`src/rtl/mac_pkg.sv`:
```
package mac_pkg;
  parameter int unsigned OP_W  = 8;
  parameter int unsigned ACC_W = 32;
  localparam int unsigned PROD_W = 2 * OP_W;

  typedef logic signed [OP_W-1:0]   op_t;
  typedef logic signed [PROD_W-1:0] prod_t;
  typedef logic signed [ACC_W-1:0]  acc_t;

  function automatic acc_t widen(prod_t p);
    return acc_t'(p);
  endfunction
endpackage

```
`src/rtl/mac_capture.sv`:
```
module mac_capture
  import mac_pkg::*;
(
  input  logic  clk,
  input  logic  rst_n,
  input  logic  en_i,
  input  logic  clr_i,
  input  op_t   a_i,
  input  op_t   b_i,
  output prod_t prod_o,
  output logic  vld_o,
  output logic  clr_o
);
  prod_t prod_q, prod_d;
  logic  vld_q, vld_d;
  logic  clr_q, clr_d;

  always_comb begin
    prod_d = prod_q;
    if (en_i) prod_d = a_i * b_i;
    vld_d = en_i;
    clr_d = clr_i;
  end

  always_ff @(posedge clk or negedge rst_n) begin
    if (!rst_n) begin
      prod_q <= '0;
      vld_q  <= 1'b0;
      clr_q  <= 1'b0;
    end else begin
      prod_q <= prod_d;
      vld_q  <= vld_d;
      clr_q  <= clr_d;
    end
  end

  assign prod_o = prod_q;
  assign vld_o  = vld_q;
  assign clr_o  = clr_q;

  // an idle edge leaves nothing valid and keeps the held product
  a_r3_gate_valid: assert property (@(posedge clk) disable iff (!rst_n)
    !en_i |=> !vld_o);
  a_r3_prod_kept: assert property (@(posedge clk) disable iff (!rst_n)
    !en_i |=> $stable(prod_o));
endmodule

```
`src/rtl/mac_accum.sv`:
```
module mac_accum
  import mac_pkg::*;
(
  input  logic  clk,
  input  logic  rst_n,
  input  prod_t prod_i,
  input  logic  vld_i,
  input  logic  clr_i,
  output acc_t  acc_o
);
  acc_t acc_q, acc_d;

  always_comb begin
    acc_d = acc_q;
    if (clr_i)      acc_d = '0;
    else if (vld_i) acc_d = acc_q + widen(prod_i);
  end

  always_ff @(posedge clk or negedge rst_n) begin
    if (!rst_n) acc_q <= '0;
    else        acc_q <= acc_d;
  end

  assign acc_o = acc_q;

  // a registered clear empties the total
  a_r5_clear_zero: assert property (@(posedge clk) disable iff (!rst_n)
    clr_i |=> (acc_o == '0));
  // the clear beats a valid product in the same stage
  a_r6_clear_wins: assert property (@(posedge clk) disable iff (!rst_n)
    (clr_i && vld_i) |=> (acc_o == '0));
  // nothing valid means the total holds
  a_r3_hold: assert property (@(posedge clk) disable iff (!rst_n)
    (!clr_i && !vld_i) |=> $stable(acc_o));
  // a valid product adds its sign-extended value, wrapping
  a_r8_wrap_add: assert property (@(posedge clk) disable iff (!rst_n)
    (vld_i && !clr_i) |=> (acc_o == acc_t'($past(acc_o) + acc_t'($past(prod_i)))));
endmodule

```
`src/rtl/mac_pipe.sv`:
```
module mac_pipe
  import mac_pkg::*;
(
  input  logic                    clk,
  input  logic                    rst_n,
  input  logic                    mac_en,
  input  logic                    clr_req,
  input  logic signed [OP_W-1:0]  opa,
  input  logic signed [OP_W-1:0]  opb,
  output logic signed [ACC_W-1:0] acc_out
);
  prod_t s1_prod;
  logic  s1_vld;
  logic  s1_clr;

  mac_capture u_cap (
    .clk(clk), .rst_n(rst_n), .en_i(mac_en), .clr_i(clr_req),
    .a_i(opa), .b_i(opb),
    .prod_o(s1_prod), .vld_o(s1_vld), .clr_o(s1_clr)
  );

  mac_accum u_acc (
    .clk(clk), .rst_n(rst_n), .prod_i(s1_prod), .vld_i(s1_vld),
    .clr_i(s1_clr), .acc_o(acc_out)
  );

  // a clear at the ports empties the total two edges later
  a_r5_port_clear: assert property (@(posedge clk) disable iff (!rst_n)
    clr_req |=> ##1 (acc_out == '0));
endmodule

```
`config.mk`:
```
export PLATFORM = sky130hd
export DESIGN_NAME = mac_pipe
export DESIGN_NICKNAME = d
export VERILOG_FILES = /design/src/rtl/mac_pkg.sv /design/src/rtl/mac_capture.sv /design/src/rtl/mac_accum.sv /design/src/rtl/mac_pipe.sv
export SDC_FILE = /design/constraint.sdc
export NUM_CORES = 1
export LEC_CHECK = 0
export ABC_AREA = 1
export BUFFER_PORTS_ARGS = -buffer_cell sky130_fd_sc_hd__buf_2
export CAP_MARGIN = 10
export CORE_MARGIN = 2
export CORE_UTILIZATION = 63
export CTS_CLUSTER_DIAMETER = 30
export CTS_CLUSTER_SIZE = 10
export DETAILED_ROUTE_END_ITERATION = 7
export GPL_TIMING_DRIVEN = 0
export PLACE_DENSITY = 0.83
export REMOVE_ABC_BUFFERS = 1
export SETUP_SLACK_MARGIN = 0.3
export SLEW_MARGIN = 25
export SYNTH_ARGS = -nofsm -noshare
export SYNTH_HDL_FRONTEND = slang
export SYNTH_SLANG_ARGS = --single-unit
```
`constraint.sdc`:
```
create_clock -name clk -period 2.3 [get_ports clk]
set_clock_uncertainty 0.15 [all_clocks]
set_input_delay 0.23 -clock clk [delete_from_list [all_inputs] [get_ports clk]]
set_output_delay 0.23 -clock clk [all_outputs]
set_load 0.05 [all_outputs]
```
==> results of run 1 <==
## state kept, by name (all words and copies together) (netlist names)
| name | count |
|---|---|
| u_acc.acc_o | 32 |
| u_cap.clr_o | 1 |
| u_cap.prod_o | 16 |
| u_cap.vld_o | 1 |
## layer usage
metal | part of all wire [%] | vias to the layer above
met1 | 33 | 3432
met4 | 8.6 | 0
met3 | 9.2 | 219
met2 | 49 | 584
li1 | - | 3317
met5 | 0 | -
## logic make-up (layout without fill, tap and decap cells)
family / Yosys count / in the layout / share of synthesized area, %
fa+ha+maj: 116 / 116 / 27.46
compound gates: 78 / 78 / 6.260
flops: 50 / 50 / 18.36
xor+xnor: 10 / 10 / 1.285
buf+inv: 271 / 350 / 14.96
simple gates: 534 / 535 / 31.67
## worst reg2reg max path: cells and delay by family, from the launching register on
| kind | cells | cell delay, ns |
|---|---|---|
| AO/OA/AOI/OAI | 2 | 0.48 |
| flip-flops | 1 | 0.86 |
| buffers and inverters | 1 | 0.05 |
| adder cells (fa/ha/maj) | 1 | 0.43 |
| AND/OR/NAND/NOR | 5 | 0.55 |
## cells in the final DEF, fill, tap and decap left out, types with 8 or more instances in the layout
cell type,instances
o21ai_0,12
buf_6,15
nand2_1,351
buf_2,34
buf_4,31
fa_1,49
nor2_1,49
inv_2,31
dfrtp_1,49
nand2_2,28
nand3_1,42
a21oi_1,22
nand3_2,10
ha_1,30
nand2_4,8
o21ai_1,11
ha_4,28
inv_1,212
nor2_2,11
## repair_timing
item	4_1_cts	5_1_grt
gates cloned	0	1
gates resized for setup	180	97
endpoints found under the setup margin	33	41
hold buffers	2	0
endpoints found under the hold margin	51	0
buffers inserted	23	17
pin swaps	78	43
## area by class of cell
class                      count  area share (%)
timing repair buffer          94           9.148
inverter                     248           10.89
sequential                    50           14.38
clock buffer                   5          0.7899
multi-input combinational    739           62.52
clock inverter                 3          0.3303
tap                          136           1.953
## per-stage QoR
stage / hold slack, ns / worst slack (ns)
2_1_floorplan: -0.2156 / -1.798
3_3_place_gp: 0.1927 / -2.198
3_5_place_dp: 0.1430 / -2.281
4_1_cts: 0.02048 / -1.266
5_1_grt: 0.06232 / -1.583
6_report: 0.06200 / -1.538
## worst max-delay path by stage
stage | cells after the start | end | slack (ns)
finish | 15 | u_cap.prod_o[14]$_DFFE_PN0P_ | -1.54
global route | 16 | u_cap.prod_o[14]$_DFFE_PN0P_ | -1.58
CTS | 17 | u_cap.prod_o[14]$_DFFE_PN0P_ | -1.27
detailed placement | 17 | u_cap.prod_o[15]$_DFFE_PN0P_ | -2.28
global placement | 17 | u_cap.prod_o[15]$_DFFE_PN0P_ | -2.20
floorplan | 15 | u_cap.prod_o[10]$_DFFE_PN0P_ | -1.80
## power breakdown
| part | total, W | internal [W] | switching (W) | leakage, nW |
|---|---|---|---|---|
| Clock | 0.000633 | 0.000229 | 0.000404 | 0.0506 |
| Combinational | 0.0113 | 0.00417 | 0.00716 | 4.24 |
| Sequential | 0.00172 | 0.00122 | 0.000491 | 0.640 |
==> impl_metrics.ini, run 1 <==
[status]
violations = DRC, setup timing
status = finished with violations

[worst_setup_path]
reg2reg_to = u_acc.acc_o[28]$_DFFE_PN0P_
cpLargestDelayFamily = adder cells
critPathMaxStageDelay_ns = 0.54
start_kind = input pin
critical_path.startpoint = opb[7]
worst-path-buf-inv = 6
critPathSlowestCell = fa_2
reg2reg_depth = 9
critical_path_class = in -> reg
cp.required_ns = 2.40
worstPathMaxFanout = 8
path_common_cell = fa_1
r2r_start = u_cap.prod_o[15]$_DFFE_PN0P_
cp_cell_sequence = buf_8, inv_8, or2_4, fa_1, inv_1, fa_1, inv_2, fa_2, fa_1, inv_2, ha_4, buf_4, a31oi_1, nand4_1, a31oi_1
arrival_ns = 3.94
r2r_slack_ns = -0.32
cp-end-kind = register

[worst_hold_path]
whs_endpoint = u_cap.prod_o[0]$_DFFE_PN0P_
hold_depth = 3
hold_path_class = in -> reg
worstHoldStart = opa[0]

[layout]
multi_input_area_mm2 = 0.005446
layout-drive-gt1-share_pct = 24.14
area_growth_pct = 27.83
regArea_mm2 = 0.001252
antenna_cells = 0
final_area_mm2 = 0.008712
utilization_pct = 83.64
fill_cells = 637
final_cells = 1275
nets = 1274

[grt]
grt_usage_pct = 34.30
grt_use_met1_pct = 38.32
grt_util_met2_pct = 66.17
overflow = 0
antenna_found_initial = 0
grt_start_max_net_pins = 51
grt_pass1_wl_um = 31300
grt-busiest-layer = met2
grt_pass1_vias = 6859
met3_usage_pct = 3.315

[detailed_routing]
vias = 7552
viasPerCell = 5.923
avgRoutedWirePerCell_um = 18.60
drt_iter0_markers = 930
ant_nets = 0
drc = 1
postRouteWirelength_um = 23710
first_pass_iters = 8

[placement]
dp.final_hpwl_um = 12840
numPortBuffers = 51
placed_area_mm2 = 0.007189
gp_congestion = 1.011
placed_cells = 1224

[cts]
cts.sinks = 50
htree_num_levels = 2
cts_tree = built
clkLatencyLatePin_ns = 0.36
cts_made_buffers = 5
path_clk_slew_ns = 0.12
cts_root_buf = clkbuf_8
cts.path.max_buffers = 2

[timing]
finalHoldViolCount = 0
setup_viol = 25
fmax_mhz = 260.6
rsz0062_at_grt = true
finalCritPeriodShare_pct = 166.9
period_minus_slack_ns = 3.838
drv_slew = 0
tns_ns = -15.82
fin_ws_ns = -1.538
worstMarginPinSlew_ns = 0.9891
slew_headroom_pct = 33.99

[yosys]
synth_top_area_cell = nand2_1
ys_types = 30
yosys_warnings = 0
yosysMostFrequentCell = nand2_1
synth_area_mm2 = 0.006815
seq_area_frac_synth_pct = 18.36
synth_seq_cells = 50
yosysTopAreaCellShare_pct = 21.09
synth-async-reset-ratio_pct = 100.0
synth_edf_count = 0
synthesis.instances = 1059
synth_common_cells = nand2_1 (383), inv_1 (248), nor2_1 (64), ha_1 (60), fa_1 (56)
synth_area_per_cell_um2 = 6.436
synth-main-ff-cell = dfrtp_1
synthTopCellsByArea = nand2_1 (21%), dfrtp_1 (18%), fa_1 (16%), inv_1 (14%), ha_1 (11%)

[power]
p_leak_nw = 4.926
ir_drop_mv = 0.8878
p_total_w = 0.01368
cellPowerDensity_mw_per_mm2 = 1570

[floorplan]
start_util_pct = 65.43
dieArea_mm2 = 0.01167
die_h_um = 108.0
die_w_um = 108.0
num_rows = 37
io_pins = 52
core_mm2 = 0.01042

[job]
maxCapViolCount = 0
Power figures use the tool's default switching activity.
==> run 2, diff against run 1 <==
--- a/config.mk
+++ b/config.mk
@@ -8,6 +8,7 @@
 export ABC_AREA = 1
 export BUFFER_PORTS_ARGS = -buffer_cell sky130_fd_sc_hd__buf_2
 export CAP_MARGIN = 10
+export CORE_ASPECT_RATIO = 1.25
 export CORE_MARGIN = 2
 export CORE_UTILIZATION = 63
 export CTS_CLUSTER_DIAMETER = 30
==> run 2 against run 1 <==
Against the previous run: global-route usage is 3.1 points higher; design area is 14% higher; the run still ends with DRC, setup timing left; via count is 13% higher; critical path depth is 2 higher; first-iteration DRC count is 14% higher; setup slack worse by 0.14 ns; flip-flop and latch count stayed put; highest routed layer unchanged.
==> impl_metrics.ini, run 2 (synthesized netlist as in run 1, its figures left out) <==
[status]
status = finished with violations
violations = DRC, setup timing

[cts]
cts_tree = built
cts.sinks = 50
htree_num_levels = 2
cts_root_buf = clkbuf_16
clkLatencyLatePin_ns = 0.32
cts_made_buffers = 5
cts.path.max_buffers = 2
path_clk_slew_ns = 0.08

[layout]
layout-drive-gt1-share_pct = 42.58
nets = 1300
layout_common_cells = nand2_1 (257), inv_1 (185), nand2_2 (92)
final_common_cell = nand2_1
largest_reg_flops = 32
utilization_pct = 93.95
antenna_cells = 0
fill_cells = 333
area_growth_pct = 45.60
final_cells = 1297

[timing]
period_minus_slack_ns = 3.975
setup_viol = 12
whs_ns = 0.04920
finalHoldViolCount = 0
drv_slew = 0
fin_ws_ns = -1.675
slew_headroom_pct = 35.77
fmax_mhz = 251.6
worstMarginPinSlew_ns = 0.9624
finalCritPeriodShare_pct = 172.8
rsz0062_at_grt = true

[placement]
dp.final_hpwl_um = 13310
numPortBuffers = 51
placed_cells = 1220
gp_congestion = 0.9506

[detailed_routing]
vias = 8508
viasPerCell = 6.560
first_pass_iters = 8
drc = 5
ant_nets = 0
drt_iter0_markers = 1060
avgRoutedWirePerCell_um = 23.27
postRouteWirelength_um = 30180

[worst_setup_path]
start_kind = input pin
path_common_cell = fa_1
critical_path.startpoint = opb[5]
cp_cell_sequence = buf_4, nand2_1, inv_1, fa_1, fa_1, fa_1, inv_1, fa_1, inv_2, ha_4, buf_4, nand2_4, nor2_2, nand2_1, nand3_1, nand2_1, a31oi_1
arrival_ns = 4.03
r2r_start = u_cap.prod_o[15]$_DFFE_PN0P_
worstPathMaxFanout = 8
critical_path_class = in -> reg
critPathSlowestCell = fa_1
critPathMaxStageDelay_ns = 0.57
cp-end-kind = register
cp.required_ns = 2.36

[floorplan]
dieArea_mm2 = 0.01167
die_w_um = 97.03
num_rows = 42
start_util_pct = 64.52
core_mm2 = 0.01056
io_pins = 52
die_h_um = 120.3

[job]
maxCapViolCount = 0

[grt]
grt_pass1_wl_um = 35180
grt_pass1_vias = 7617
grt_start_max_net_pins = 51
antenna_found_initial = 0
grt_usage_pct = 37.39
overflow = 0

[worst_hold_path]
worstHoldStart = opa[0]
hold_path_class = in -> reg
## run 2: cell types whose count changed in the layout (fill, tap and decap cells not counted), sizes merged
cell and delta:
clkinv +1, inv -2, buf +25, clkbuf +1, clkinvlp +1
## run 2: layout make-up
| class | instances | area (um2) | area share, % |
|---|---|---|---|
| Sequential cell | 50 | 1261 | 12.71 |
| Tap cell | 132 | 165.2 | 1.664 |
| Clock inverter | 3 | 28.78 | 0.2900 |
| Multi-Input combinational cell | 739 | 6369 | 64.18 |
| Clock buffer | 5 | 125.1 | 1.261 |
| Timing Repair Buffer | 120 | 1012 | 10.20 |
| Inverter | 248 | 962.2 | 9.696 |
## run 2: what timing repair did
item,in CTS,in global routing
gates cloned,0,1
hold endpoints to repair,51,0
endpoints found under the setup margin,34,40
pin swaps,141,126
buffers inserted,49,17
hold buffers,2,0
gates resized for setup,326,205
## run 2: critical path: cells and delay by family
kind | cells | cell delay, ns
AND/OR/NAND/NOR | 6 | 0.64
buffers and inverters | 5 | 0.48
adder cells (fa/ha/maj) | 5 | 2.43
AO/OA/AOI/OAI | 1 | 0.25
## run 2: worst paths after layout
path                                                 to  slack [ns]  cells after the start
setup / recovery           u_cap.prod_o[13]$_DFFE_PN0P_       -1.67                     17
hold reg to reg             u_acc.acc_o[31]$_DFFE_PN0P_        0.40                      2
hold / removal              u_cap.prod_o[0]$_DFFE_PN0P_        0.05                      3
setup reg to reg            u_acc.acc_o[27]$_DFFE_PN0P_        0.01                     13
max in group asynchronous  u_cap.prod_o[15]$_DFFE_PN0P_        1.12                      2
min in group asynchronous    u_acc.acc_o[2]$_DFFE_PN0P_        0.34                      2
## run 2: stage by stage
| stage | cell area [um2] | setup slack, ns | TNS [ns] |
|---|---|---|---|
| 2_1_floorplan | 6726 | -1.798 | -16.36 |
| 3_5_place_dp | 7179 | -2.268 | -23.33 |
| 5_1_grt | 9923 | -1.852 | -16.80 |
| 4_1_cts | 9041 | -1.294 | -11.91 |
| 3_3_place_gp | 7147 | -2.219 | -31.56 |
| 6_report | 9923 | -1.675 | -15.10 |
## run 2: metal layers
layer	wire, um	track usage (%)
met5	0	0
met4	3555	22.98
met3	3213	4.277
met2	14310	72.57
met1	9093	37.72
Power of run 2 is not shown: default switching activity piles up to over one toggle a cycle in this logic, so the estimate is an artifact.
==> run 3, diff against run 2 <==
==> constraint.sdc (replaced) <==
create_clock -name clk -period 2.3 [get_ports clk]
set_clock_uncertainty 0.15 [all_clocks]
set_input_delay 0.115 -clock clk [delete_from_list [all_inputs] [get_ports clk]]
set_output_delay 0.115 -clock clk [all_outputs]
set_load 0.05 [all_outputs]
==> run 3 against run 2 <==
Against the previous run: the run ends with setup timing left; non-clock buffer count up 6; count of clock-buffer cells in the layout unchanged; routed wire length increased by 2.2%; design area increased by 0.44%; register-to-register slack lost 0.15 ns; via count rose by 0.98%; worst hold slack gained 0.16 ns; cell count increased by 0.46%; critical path type unchanged; critical endpoint is now u_cap.prod_o[10]$_DFFE_PN0P_; highest routed layer unchanged.
==> impl_metrics.ini, run 3 (synthesized netlist as in run 1, its figures left out) <==
[cts]
cts_root_buf = clkbuf_16
cts.path.max_buffers = 2
cts.sinks = 50
cts_tree = built
htree_num_levels = 2
path_clk_slew_ns = 0.07
cts_made_buffers = 5
clkLatencyLatePin_ns = 0.31

[layout]
antenna_cells = 0
final_common_cell = nand2_1
utilization_pct = 94.36
fill_cells = 333
layout-drive-gt1-share_pct = 42.61
final_area_mm2 = 0.009967
largest_reg_flops = 32
area_growth_pct = 46.25
layout_common_cells = nand2_1 (254), inv_1 (185), nand2_2 (96)
nets = 1306

[timing]
rsz0062_at_grt = true
slew_headroom_pct = 35.50
fmax_mhz = 260.5
finalCritPeriodShare_pct = 166.9
finalHoldViolCount = 0
period_minus_slack_ns = 3.839
drv_slew = 0
setup_viol = 15
tns_ns = -13.95
fin_ws_ns = -1.539
worstMarginPinSlew_ns = 0.9665

[worst_setup_path]
start_kind = input pin
worstPathMaxFanout = 8
critPathSlowestCell = fa_1
cp_cell_sequence = buf_2, nand2_2, fa_1, fa_1, inv_1, fa_1, inv_1, fa_1, inv_2, ha_4, inv_6, nor3_4, a21oi_2, or2_4, a31oi_4
critPathMaxStageDelay_ns = 0.60
cp.required_ns = 2.38
worst-path-buf-inv = 5
cp-end-kind = register
critical_path_class = in -> reg
path_common_cell = fa_1
cpLargestDelayFamily = adder cells
arrival_ns = 3.91

[grt]
grt_usage_pct = 37.13
grt_pass1_vias = 7501
antenna_found_initial = 0
overflow = 0
grt_start_max_net_pins = 51
grt_pass1_wl_um = 34940

[floorplan]
num_rows = 42
io_pins = 52
dieArea_mm2 = 0.01167
die_w_um = 97.03
start_util_pct = 64.52
die_h_um = 120.3
core_mm2 = 0.01056

[detailed_routing]
viasPerCell = 6.593
vias = 8591
avgRoutedWirePerCell_um = 23.68
drc = 0
drt_iter0_markers = 1077
ant_nets = 0
first_pass_iters = 6
postRouteWirelength_um = 30850

[placement]
numPortBuffers = 51
place_ws_ns = -2.153
placed_area_mm2 = 0.007179
gp_congestion = 0.9506
dp.final_hpwl_um = 13310

[status]
status = finished with violations
violations = setup timing

[job]
maxCapViolCount = 0

[worst_hold_path]
hold_path_class = in -> reg
run 3: cell types whose count changed in the layout (fill, tap and decap cells not counted), sizes merged:
cell / before / now
buf: 117 / 120
dlygate4sd3: 2 / 5
run 3: path summary, 6_finish.rpt:
check,start,to,slack (ns),cells after the start
max in group asynchronous,rst_n,u_cap.prod_o[15]$_DFFE_PN0P_,1.27,2
hold / removal,opa[1],u_cap.prod_o[1]$_DFFE_PN0P_,0.21,6
setup reg to reg,u_cap.vld_o$_DFF_PN0_,u_acc.acc_o[11]$_DFFE_PN0P_,-0.14,6
setup / recovery,opb[6],u_cap.prod_o[10]$_DFFE_PN0P_,-1.54,15
min in group asynchronous,rst_n,u_acc.acc_o[2]$_DFFE_PN0P_,0.22,2
hold reg to reg,u_acc.acc_o[17]$_DFFE_PN0P_,u_acc.acc_o[17]$_DFFE_PN0P_,0.43,2
run 3: layer usage:
layer  part of all wire, %  wire length, um  vias up  global-route usage, %
met5                     0                0        -                      0
met3                    11             3313      419                  3.121
met4                    13             4026        0                  18.05
li1                      -                -     3386                      -
met2                    47            14400      833                  73.70
met1                    30             9109     3953                  38.82
run 3: final cells by class:
class | count | area [um2] | area share (%)
inverter | 248 | 969.7 | 9.729
clock inverter | 3 | 28.78 | 0.2887
multi-input combinational | 739 | 6345 | 63.66
clock buffer | 5 | 125.1 | 1.255
tap | 132 | 165.2 | 1.657
sequential | 50 | 1259 | 12.63
timing repair buffer | 126 | 1075 | 10.78
run 3: what timing repair did:
item	in CTS	in global routing
resized for setup	325	209
gates cloned	0	1
hold endpoints to repair	53	0
setup buffers	49	20
pin swaps	140	127
endpoints found under the setup margin	34	39
hold buffers	5	0
run 3: stage by stage:
step | std cells | hold WS (ns)
final | 1303 | 0.2117
after global placement | 1219 | 0.07296
after CTS | 1282 | 0.1201
after global routing | 1303 | 0.2298
after detailed placement | 1220 | 0.02792
after floorplan | 1036 | -0.3306
run 3: worst min-delay path: stages:
cell	delay [ns]
buf_6	0.12
nand2_1	0.05
inv_1	0.05
ha_1	0.13
nand2_1	0.08
nand2_1	0.09
Power of run 3 is left out for the same reason.
